`src/rtl/spi_rsp_pkg.sv`:
```
package spi_rsp_pkg;

    typedef enum logic [1:0] {
        RES_OK    = 2'b00,
        RES_FAIL  = 2'b01,
        RES_RESET = 2'b10
    } res_e;

    typedef enum logic [2:0] {
        CLS_BAD,
        CLS_CTRL,
        CLS_WRITE,
        CLS_REG_RD,
        CLS_BULK_RD
    } cls_e;

    typedef enum logic [2:0] {
        ST_IDLE,
        ST_SKIP,
        ST_ECHO,
        ST_STAT,
        ST_HUNT,
        ST_DATA,
        ST_CRC
    } st_e;

    localparam logic [3:0] HDR_NIBBLE = 4'hF;

endpackage

```
`src/rtl/rsp_op_decode.sv`:
```
module rsp_op_decode
    import spi_rsp_pkg::*;
(
    input  logic [7:0] op,
    output cls_e       cls
);
    always_comb begin
        case (op)
            8'hCF, 8'hC5, 8'hC6:         cls = CLS_CTRL;
            8'hC1, 8'hC3, 8'hC7, 8'hC9:  cls = CLS_WRITE;
            8'hCA, 8'hC4:                cls = CLS_REG_RD;
            8'hC2, 8'hC8:                cls = CLS_BULK_RD;
            default:                     cls = CLS_BAD;
        endcase
    end
endmodule

```
`src/rtl/rsp_word_pack.sv`:
```
module rsp_word_pack #(
    parameter int BYTES = 4,
    localparam int IW   = (BYTES > 1) ? $clog2(BYTES) : 1
) (
    input  logic               clk,
    input  logic               rst_n,
    input  logic               clear,
    input  logic               load,
    input  logic [IW-1:0]      idx,
    input  logic [7:0]         byte_in,
    output logic [8*BYTES-1:0] word
);
    for (genvar g = 0; g < BYTES; g++) begin : g_lane
        logic [7:0] lane_q;
        always_ff @(posedge clk or negedge rst_n) begin
            if (!rst_n)
                lane_q <= '0;
            else if (clear)
                lane_q <= '0;
            else if (load && idx == IW'(g))
                lane_q <= byte_in;
        end
        assign word[8*g +: 8] = lane_q;
    end
endmodule

```
`src/rtl/spi_rsp_check.sv`:
```
module spi_rsp_check
    import spi_rsp_pkg::*;
#(
    parameter int HDR_TRIES  = 100,
    parameter int DATA_BYTES = 4,
    parameter int CRC_BYTES  = 2
) (
    input  logic                    clk,
    input  logic                    rst_n,
    input  logic                    start,
    input  logic [7:0]              opcode,
    input  logic                    crc_en,
    input  logic                    rx_valid,
    input  logic [7:0]              rx_byte,
    input  logic                    rx_last,
    output logic                    done,
    output logic [1:0]              result,
    output logic                    overrun,
    output logic [8*DATA_BYTES-1:0] rd_word
);
    localparam int CW = $clog2(HDR_TRIES + 1);
    localparam int IW = (DATA_BYTES > 1) ? $clog2(DATA_BYTES) : 1;
    localparam logic [CW-1:0] HUNT_LAST = CW'(HDR_TRIES - 1);
    localparam logic [CW-1:0] DATA_LAST = CW'(DATA_BYTES - 1);
    localparam logic [CW-1:0] CRC_LAST  = CW'(CRC_BYTES - 1);

    typedef struct packed {
        st_e           st;
        cls_e          cls;
        logic [7:0]    op;
        logic          crc;
        logic [CW-1:0] cnt;
        logic          done;
        res_e          res;
        logic          ovr;
    } state_t;

    state_t q, d;
    cls_e   cls_in;
    logic   pack_clr, pack_load;

    rsp_op_decode u_dec (
        .op  (opcode),
        .cls (cls_in)
    );

    rsp_word_pack #(.BYTES(DATA_BYTES)) u_pack (
        .clk     (clk),
        .rst_n   (rst_n),
        .clear   (pack_clr),
        .load    (pack_load),
        .idx     (q.cnt[IW-1:0]),
        .byte_in (rx_byte),
        .word    (rd_word)
    );

    always_comb begin
        d         = q;
        d.done    = 1'b0;
        pack_clr  = 1'b0;
        pack_load = 1'b0;
        if (start) begin
            d.cls    = cls_in;
            d.op     = opcode;
            d.crc    = crc_en;
            d.cnt    = '0;
            d.ovr    = 1'b0;
            d.res    = RES_OK;
            pack_clr = 1'b1;
            case (cls_in)
                CLS_BAD: begin
                    d.st   = ST_IDLE;
                    d.done = 1'b1;
                    d.res  = RES_FAIL;
                end
                CLS_CTRL: d.st = ST_SKIP;
                default:  d.st = ST_ECHO;
            endcase
        end else if (rx_valid) begin
            case (q.st)
                ST_SKIP: begin
                    if (rx_last) begin
                        d.st = ST_IDLE; d.done = 1'b1; d.res = RES_FAIL; d.ovr = 1'b1;
                    end else begin
                        d.st = ST_ECHO;
                    end
                end
                ST_ECHO: begin
                    if (rx_byte != q.op) begin
                        d.st = ST_IDLE; d.done = 1'b1; d.res = RES_FAIL;
                    end else if (rx_last) begin
                        d.st = ST_IDLE; d.done = 1'b1; d.res = RES_FAIL; d.ovr = 1'b1;
                    end else begin
                        d.st = ST_STAT;
                    end
                end
                ST_STAT: begin
                    if (rx_byte != 8'h00) begin
                        d.st = ST_IDLE; d.done = 1'b1; d.res = RES_FAIL;
                    end else if (q.cls == CLS_CTRL || q.cls == CLS_WRITE) begin
                        d.st = ST_IDLE; d.done = 1'b1; d.res = RES_OK;
                    end else if (rx_last) begin
                        d.st = ST_IDLE; d.done = 1'b1; d.res = RES_RESET;
                    end else begin
                        d.st  = ST_HUNT;
                        d.cnt = '0;
                    end
                end
                ST_HUNT: begin
                    if (rx_byte[7:4] == HDR_NIBBLE) begin
                        if (q.cls == CLS_BULK_RD) begin
                            d.st = ST_IDLE; d.done = 1'b1; d.res = RES_OK;
                        end else if (rx_last) begin
                            d.st = ST_IDLE; d.done = 1'b1; d.res = RES_FAIL; d.ovr = 1'b1;
                        end else begin
                            d.st  = ST_DATA;
                            d.cnt = '0;
                        end
                    end else if (q.cnt == HUNT_LAST || rx_last) begin
                        d.st = ST_IDLE; d.done = 1'b1; d.res = RES_RESET;
                    end else begin
                        d.cnt = q.cnt + CW'(1);
                    end
                end
                ST_DATA: begin
                    pack_load = 1'b1;
                    if (q.cnt == DATA_LAST) begin
                        if (!q.crc) begin
                            d.st = ST_IDLE; d.done = 1'b1; d.res = RES_OK;
                        end else if (rx_last) begin
                            d.st = ST_IDLE; d.done = 1'b1; d.res = RES_FAIL; d.ovr = 1'b1;
                        end else begin
                            d.st  = ST_CRC;
                            d.cnt = '0;
                        end
                    end else if (rx_last) begin
                        d.st = ST_IDLE; d.done = 1'b1; d.res = RES_FAIL; d.ovr = 1'b1;
                    end else begin
                        d.cnt = q.cnt + CW'(1);
                    end
                end
                ST_CRC: begin
                    if (q.cnt == CRC_LAST) begin
                        d.st = ST_IDLE; d.done = 1'b1; d.res = RES_OK;
                    end else if (rx_last) begin
                        d.st = ST_IDLE; d.done = 1'b1; d.res = RES_FAIL; d.ovr = 1'b1;
                    end else begin
                        d.cnt = q.cnt + CW'(1);
                    end
                end
                default: ;
            endcase
        end
    end

    always_ff @(posedge clk or negedge rst_n) begin
        if (!rst_n) begin
            q <= '{st: ST_IDLE, cls: CLS_BAD, op: 8'h00, crc: 1'b0, cnt: '0,
                   done: 1'b0, res: RES_OK, ovr: 1'b0};
        end else begin
            q <= d;
        end
    end

    assign done    = q.done;
    assign result  = q.res;
    assign overrun = q.ovr;

endmodule

```
`config.mk`:
```
export PLATFORM = sky130hd
export DESIGN_NAME = spi_rsp_check
export DESIGN_NICKNAME = d
export VERILOG_FILES = /design/src/rtl/spi_rsp_pkg.sv /design/src/rtl/rsp_op_decode.sv /design/src/rtl/rsp_word_pack.sv /design/src/rtl/spi_rsp_check.sv
export SDC_FILE = /design/constraint.sdc
export NUM_CORES = 1
export LEC_CHECK = 0
export BUFFER_PORTS_ARGS = -buffer_cell sky130_fd_sc_hd__buf_4
export CAP_MARGIN = 20
export CORE_AREA = 2 2 86 129
export CTS_CLUSTER_SIZE = 30
export DETAILED_ROUTE_END_ITERATION = 8
export DIE_AREA = 0 0 88 131
export MAX_ROUTING_LAYER = met4
export PLACE_DENSITY = 0.55
export RECOVER_POWER = 50
export REMOVE_ABC_BUFFERS = 1
export SLEW_MARGIN = 20
export SYNTH_ARGS = -nofsm -noshare
export SYNTH_HDL_FRONTEND = slang
export SYNTH_SLANG_ARGS = --single-unit
```
`constraint.sdc`:
```
create_clock -name clk -period 2.45 [get_ports clk]
set_input_delay 0.245 -clock clk [delete_from_list [all_inputs] [get_ports clk]]
set_output_delay 0.245 -clock clk [all_outputs]
set_load 0.02 [all_outputs]
```
# Word level (Yosys, flattened, before mapping)
# Cells that the tools add are included.
dict set report word_totals {
  rom_bits 0
  reg_bits 58
  inputBits 22
  ramBits 0
  latchBits 0
  mem_count 0
}
dict set report classes {
  n_eq_ne 40
  n_div 0
  n_bitwise 0
  shifts 0
  mux 62
  addsub 1
  n_mul 0
  magnitude_cmp 0
  reduce_logical 25
}
# op n
set op_table {}
lappend op_table {{$eq A8 B8 Y1 const B} 11}
lappend op_table {{$mux W3} 24}
lappend op_table {{$mux W8} 8}
lappend op_table {{$mux W7} 8}
lappend op_table {{$pmux W3 S6} 2}
lappend op_table {{$mux W11} 3}
lappend op_table {{$pmux W7 S4} 1}
lappend op_table {{$ne A3 B3 Y1 const B} 6}
lappend op_table {{$ne A4 B4 Y1 const B} 4}
lappend op_table {{$eq A3 B3 Y1 const B} 4}
lappend op_table {{$pmux W3 S4} 1}
lappend op_table {{$mux W10} 1}
lappend op_table {{$reduce_bool A2 Y1} 5}
lappend op_table {{$eq A3 B1 Y1 const B} 3}
lappend op_table {{$eq A3 B2 Y1 const B} 3}
lappend op_table {{$mux W1} 9}
lappend op_table {{$ne A8 B8 Y1} 1}
lappend op_table {{$reduce_and A8 Y1} 1}
lappend op_table {{$reduce_bool A8 Y1} 1}
lappend op_table {{$add A7 B1 Y7 const B} 1}
lappend op_table {{$eq A7 B1 Y1 const B} 1}
lappend op_table {{$eq A7 B2 Y1 const B} 1}
lappend op_table {{$eq A7 B7 Y1 const B} 1}
lappend op_table {{$reduce_and A7 Y1} 1}
lappend op_table {{20 further kinds} 27}

# Longest topological paths before layout
dict set report logic_depth {
  depth_word 7
  mapped_depth 8
  depth_no_buf 7
}

# Modules after synthesis
# From an unflattened synthesis, not the netlist that was laid out.
dict set report hier_totals {
  hier_cells 347
  hier_area_um2 3621.0
}
# mod cells_each area_each_um2 instances seq_area_each_um2
set modules_own_cells {}
lappend modules_own_cells {spi_rsp_check 216 2065.7 1 650.6}
lappend modules_own_cells {rsp_word_pack 116 1445.1 1 800.8}
lappend modules_own_cells {rsp_op_decode 15 110.1 1 0.0}

# Worst setup path before layout
# OpenSTA, ideal clock, no wires.
dict set report synth_timing {
  path_kind {register to register}
  from {register q[4] (netlist name)}
  to {register q[9] (netlist name)}
  slack_ns 0.247
  period_less_slack_ns 2.203
  path_stages_with_launch 9
  setup_time_ns 0.126
  arrival_ns 2.077
  required_time_ns 2.324
  path_buffers 2
  cell_sequence {dfrtp_1 ha_1 buf_2 or4b_4 buf_6 o211ai_4 a21boi_2 and3_4 a221o_1}
}
dict set report synth_via {
  elab_chain_cells 6
  elab_cells_between_ends 17
  classes_between {1 x add/sub; 6 x eq/ne; 8 x mux; 2 x reduce/logical}
}
# element line
set synth_lines {}
lappend synth_lines {{start: declaration} spi_rsp_check.sv:38} ;# state_t q, d;
lappend synth_lines {{start signal: assignment} spi_rsp_check.sv:158} ;# q <= '{st: ST_IDLE, cls: CLS_BAD, op: 8'h00, crc: 1'b0, cnt: '0,
lappend synth_lines {{$add A7 B1 Y7} {spi_rsp_check.sv:122, spi_rsp_check.sv:139, spi_rsp_check.sv:148}}
lappend synth_lines {{$mux W7, on equally long branches} {spi_rsp_check.sv:136, spi_rsp_check.sv:145, spi_rsp_check.sv:119}}
lappend synth_lines {{$mux W7 (tied with other cells)} spi_rsp_check.sv:143} ;# if (q.cnt == CRC_LAST) begin
lappend synth_lines {{$pmux W7 S4} spi_rsp_check.sv:80} ;# case (q.st)
lappend synth_lines {{$mux W11} spi_rsp_check.sv:79} ;# end else if (rx_valid) begin
lappend synth_lines {{$mux W11} spi_rsp_check.sv:62} ;# if (start) begin
# Parallel ways exist; a longest one is shown, timed or not. The select of a mux whose other input is x is not followed.
# A chain may end at the register's enable or synchronous reset.

# Worst setup path after layout
# Same ends and word-level chain as after synthesis.

==> results.sh <==
export IMPL_fp_coreArea_um2=10400
export IMPL_endpoint_kind="register"
export IMPL_ys_seq_area_share_pct=40.8
export IMPL_clk_latency_ns=0.33
export IMPL_fin_ws_ns=0.111
export IMPL_max_freq_mhz=428
export IMPL_syn_inst=395
export IMPL_hp_class="in -> reg"
export IMPL_synth_flop_cell="dfrtp_1"
export IMPL_place_hpwl_mm=7.67
export IMPL_antenna_cells=0
export IMPL_finClkSkew_ns=0.00578
export IMPL_status="complete, but fails checks"
export IMPL_synth_top_cell_area_share_pct=40.8
export IMPL_cts_sinks=58
export IMPL_place_inst=579
export IMPL_avgRoutedWirePerCell_um=17.7
export IMPL_slew_headroom_pct=-1.25
export IMPL_violations="capacitance limit, slew limit"
export IMPL_synthMostInstantiatedCell="dfrtp_1"
export IMPL_port_buffer_count=57
export IMPL_avgSynthCellArea_um2=9.00
export IMPL_route_detailed_drc=0
export IMPL_cp_num_buf_inv=0
export IMPL_num_rows=46
export IMPL_cp_top_family="simple AND/OR/NAND/NOR gates"
export IMPL_dp_slack_ns=0.0746
export IMPL_crit_arrival_ns=2.55
export IMPL_yosys_top_cells_area="dfrtp_1 41%, mux2i_1 5.3%, nand2_1 4.4%, a21oi_1 4.2%, nand3_1 3.9%"
export IMPL_clockBufferDepth=2
export IMPL_powerDensity_nw_per_um2=585
export IMPL_worstSetupPathType="reg -> reg"
export IMPL_start_kind="register"
export IMPL_antenna_left=0
export IMPL_drt_initial_drc_count=162
export IMPL_antenna_found_initial=0
export IMPL_setup_viol=0
export IMPL_ioPinCount=58
export IMPL_grt_start_max_net_pins=59
export IMPL_vias_per_cell=5.50
export IMPL_path_clk_slew_ns=0.05
export IMPL_netlist_area_um2=3560
export IMPL_hold_violations=0
export IMPL_dieHeight_um=131
export IMPL_cts_root_buffer="clkbuf_16"
export IMPL_stdcell_count=594
export IMPL_gp_congestion=0.923
export IMPL_grt_pass1_wl_mm=16.6
export IMPL_die_w_um=88
export IMPL_cts_buffers=9
export IMPL_vdd_drop_max_v=0.000338
export IMPL_htree_num_levels=3
export IMPL_start_util_pct=34.1
export IMPL_grt_pass1_vias=3182
export IMPL_area_delta_synth_final_pct=23.8
export IMPL_num_vias=3265
export IMPL_track_usage_pct=19.4
export IMPL_cp_slowest_stage_delay_ns=0.55
export IMPL_cp_max_fo=9
export IMPL_synth_common_cells="58 x dfrtp_1, 42 x nand2_1, 32 x nor2_1, 30 x a21oi_1, 28 x nand3_1"
export IMPL_fin_crit_ns=2.34
export IMPL_wirelength_mm=10.5
export IMPL_yosysTopAreaCell="dfrtp_1"
export IMPL_ys_ff_latch=58
export IMPL_nets=473
export IMPL_firstDrtPassIters=5
export IMPL_cts_tree="built"
export IMPL_crit_chain="ha_2 -> or4b_4 -> o211ai_4 -> a21boi_2 -> and3_4 -> a221o_1"
export IMPL_maxSlewViolCount=59
export IMPL_max_cap_violations=1
export IMPL_period_share_pct=95.5
export IMPL_die_area_um2=11500
export IMPL_cellLeakagePower_nw=2.01
export IMPL_synth_cell_types=60
export IMPL_critPathSlowestCell="or4b_4"
export IMPL_max_slew_worst_pin_slew_ns=1.52
export IMPL_grt_ovfl_total=0
export IMPL_drive_gt1_share_pct=22.2
export IMPL_yosys_warnings=0
export IMPL_required_ns=2.66
export IMPL_synth_edf_count=0
export IMPL_synthArstFlopShare_pct=100
[placed cells by master (no fill, tap or decap), drive strengths merged, types with 10 or more instances in the layout]
cell,count
mux2,10
nor2,32
inv,13
mux2i,19
nand2,42
o21ai,10
nand3,28
a21oi,30
dfrtp,58
clkbuf,22
buf,63
[worst paths after layout]
kind                                            start                    endpoint  slack (ns)  depth (start not counted)
max                                              q[4]                        q[9]        0.11                          6
min                                            crc_en                       q[11]        0.15                          2
max reg2reg                                      q[4]                        q[9]        0.11                          6
min reg2reg                u_pack.g_lane[3].lane_q[1]  u_pack.g_lane[3].lane_q[1]        0.52                          2
max in group asynchronous                       rst_n                        q[7]        1.24                          1
min in group asynchronous                       rst_n                       q[24]        0.27                          1
[registers in the layout, summed over array words and instances (netlist names)]
register,flops
u_pack.g_lane.lane_q,32
q,22
result,2
done,1
overrun,1
[power by group]
part           total, W  internal [W]  leakage (nW)  switching, W
sequential      0.00101      0.000982         0.783     0.0000264
combinational  0.000260      0.000101          1.08      0.000160
clock           0.00131      0.000883         0.147      0.000423
[per-layer routing]
| layer | vias up | GRT usage (%) | share of wire [%] |
|---|---|---|---|
| met2 | 111 | 32.0 | 52 |
| met4 | 0 | 9.68 | 2.5 |
| met3 | 19 | 3.14 | 4.3 |
| li1 | 1546 | - | - |
| met5 | - | - | 0 |
| met1 | 1589 | 22.7 | 41 |
[metrics by stage]
step / hold slack [ns] / area, um2 / TNS (ns) / util, % / total power, W
6_report: 0.151 / 4400 / 0 / 42.3 / 0.00257
5_1_grt: 0.149 / 4400 / -0.0000735 / 42.3 / 0.00267
4_1_cts: 0.0213 / 4440 / 0 / 42.6 / 0.00261
3_5_place_dp: 0.372 / 4130 / 0 / 39.7 / 0.00129
3_3_place_gp: 0.363 / 4130 / 0 / 39.7 / 0.00129
2_1_floorplan: -0.0506 / 3410 / 0 / - / 0.00114
[layout make-up]
class                   instances  area, um2
clock buffers                  12        236
clock inverters                 3       65.1
fillers                      1093       6020
inverters                      13       48.8
multi-input cells             291       1910
flip-flops and latches         58       1450
well taps                     144        180
repair buffers                 73        512
[cell families (layout without fill, tap and decap cells)]
family	Yosys count	count (layout)	share of synthesized area, %
AO/OA/AOI/OAI	101	101	20.3
XOR/XNOR	10	10	2.46
adder cells (fa/ha/maj)	5	5	1.76
buffers and inverters	46	101	5.59
flip-flops	58	58	40.8
multiplexers	29	29	8.52
AND/OR/NAND/NOR	146	146	20.6
[worst register-to-register path, delay by kind of cell (launching register included)]
family / cells / cell delay [ns]
AO/OA/AOI/OAI: 3 / 0.73
adder cells (fa/ha/maj): 1 / 0.31
flip-flops: 1 / 0.43
AND/OR/NAND/NOR: 2 / 0.75
[timing repair]
item | 4_1_cts | 5_1_grt
hold buffers | 0 | 0
endpoints found under the setup margin | 0 | 2
setup buffers | 0 | 0
gates resized for setup | 0 | 1
(Power assumes the default switching activity.)
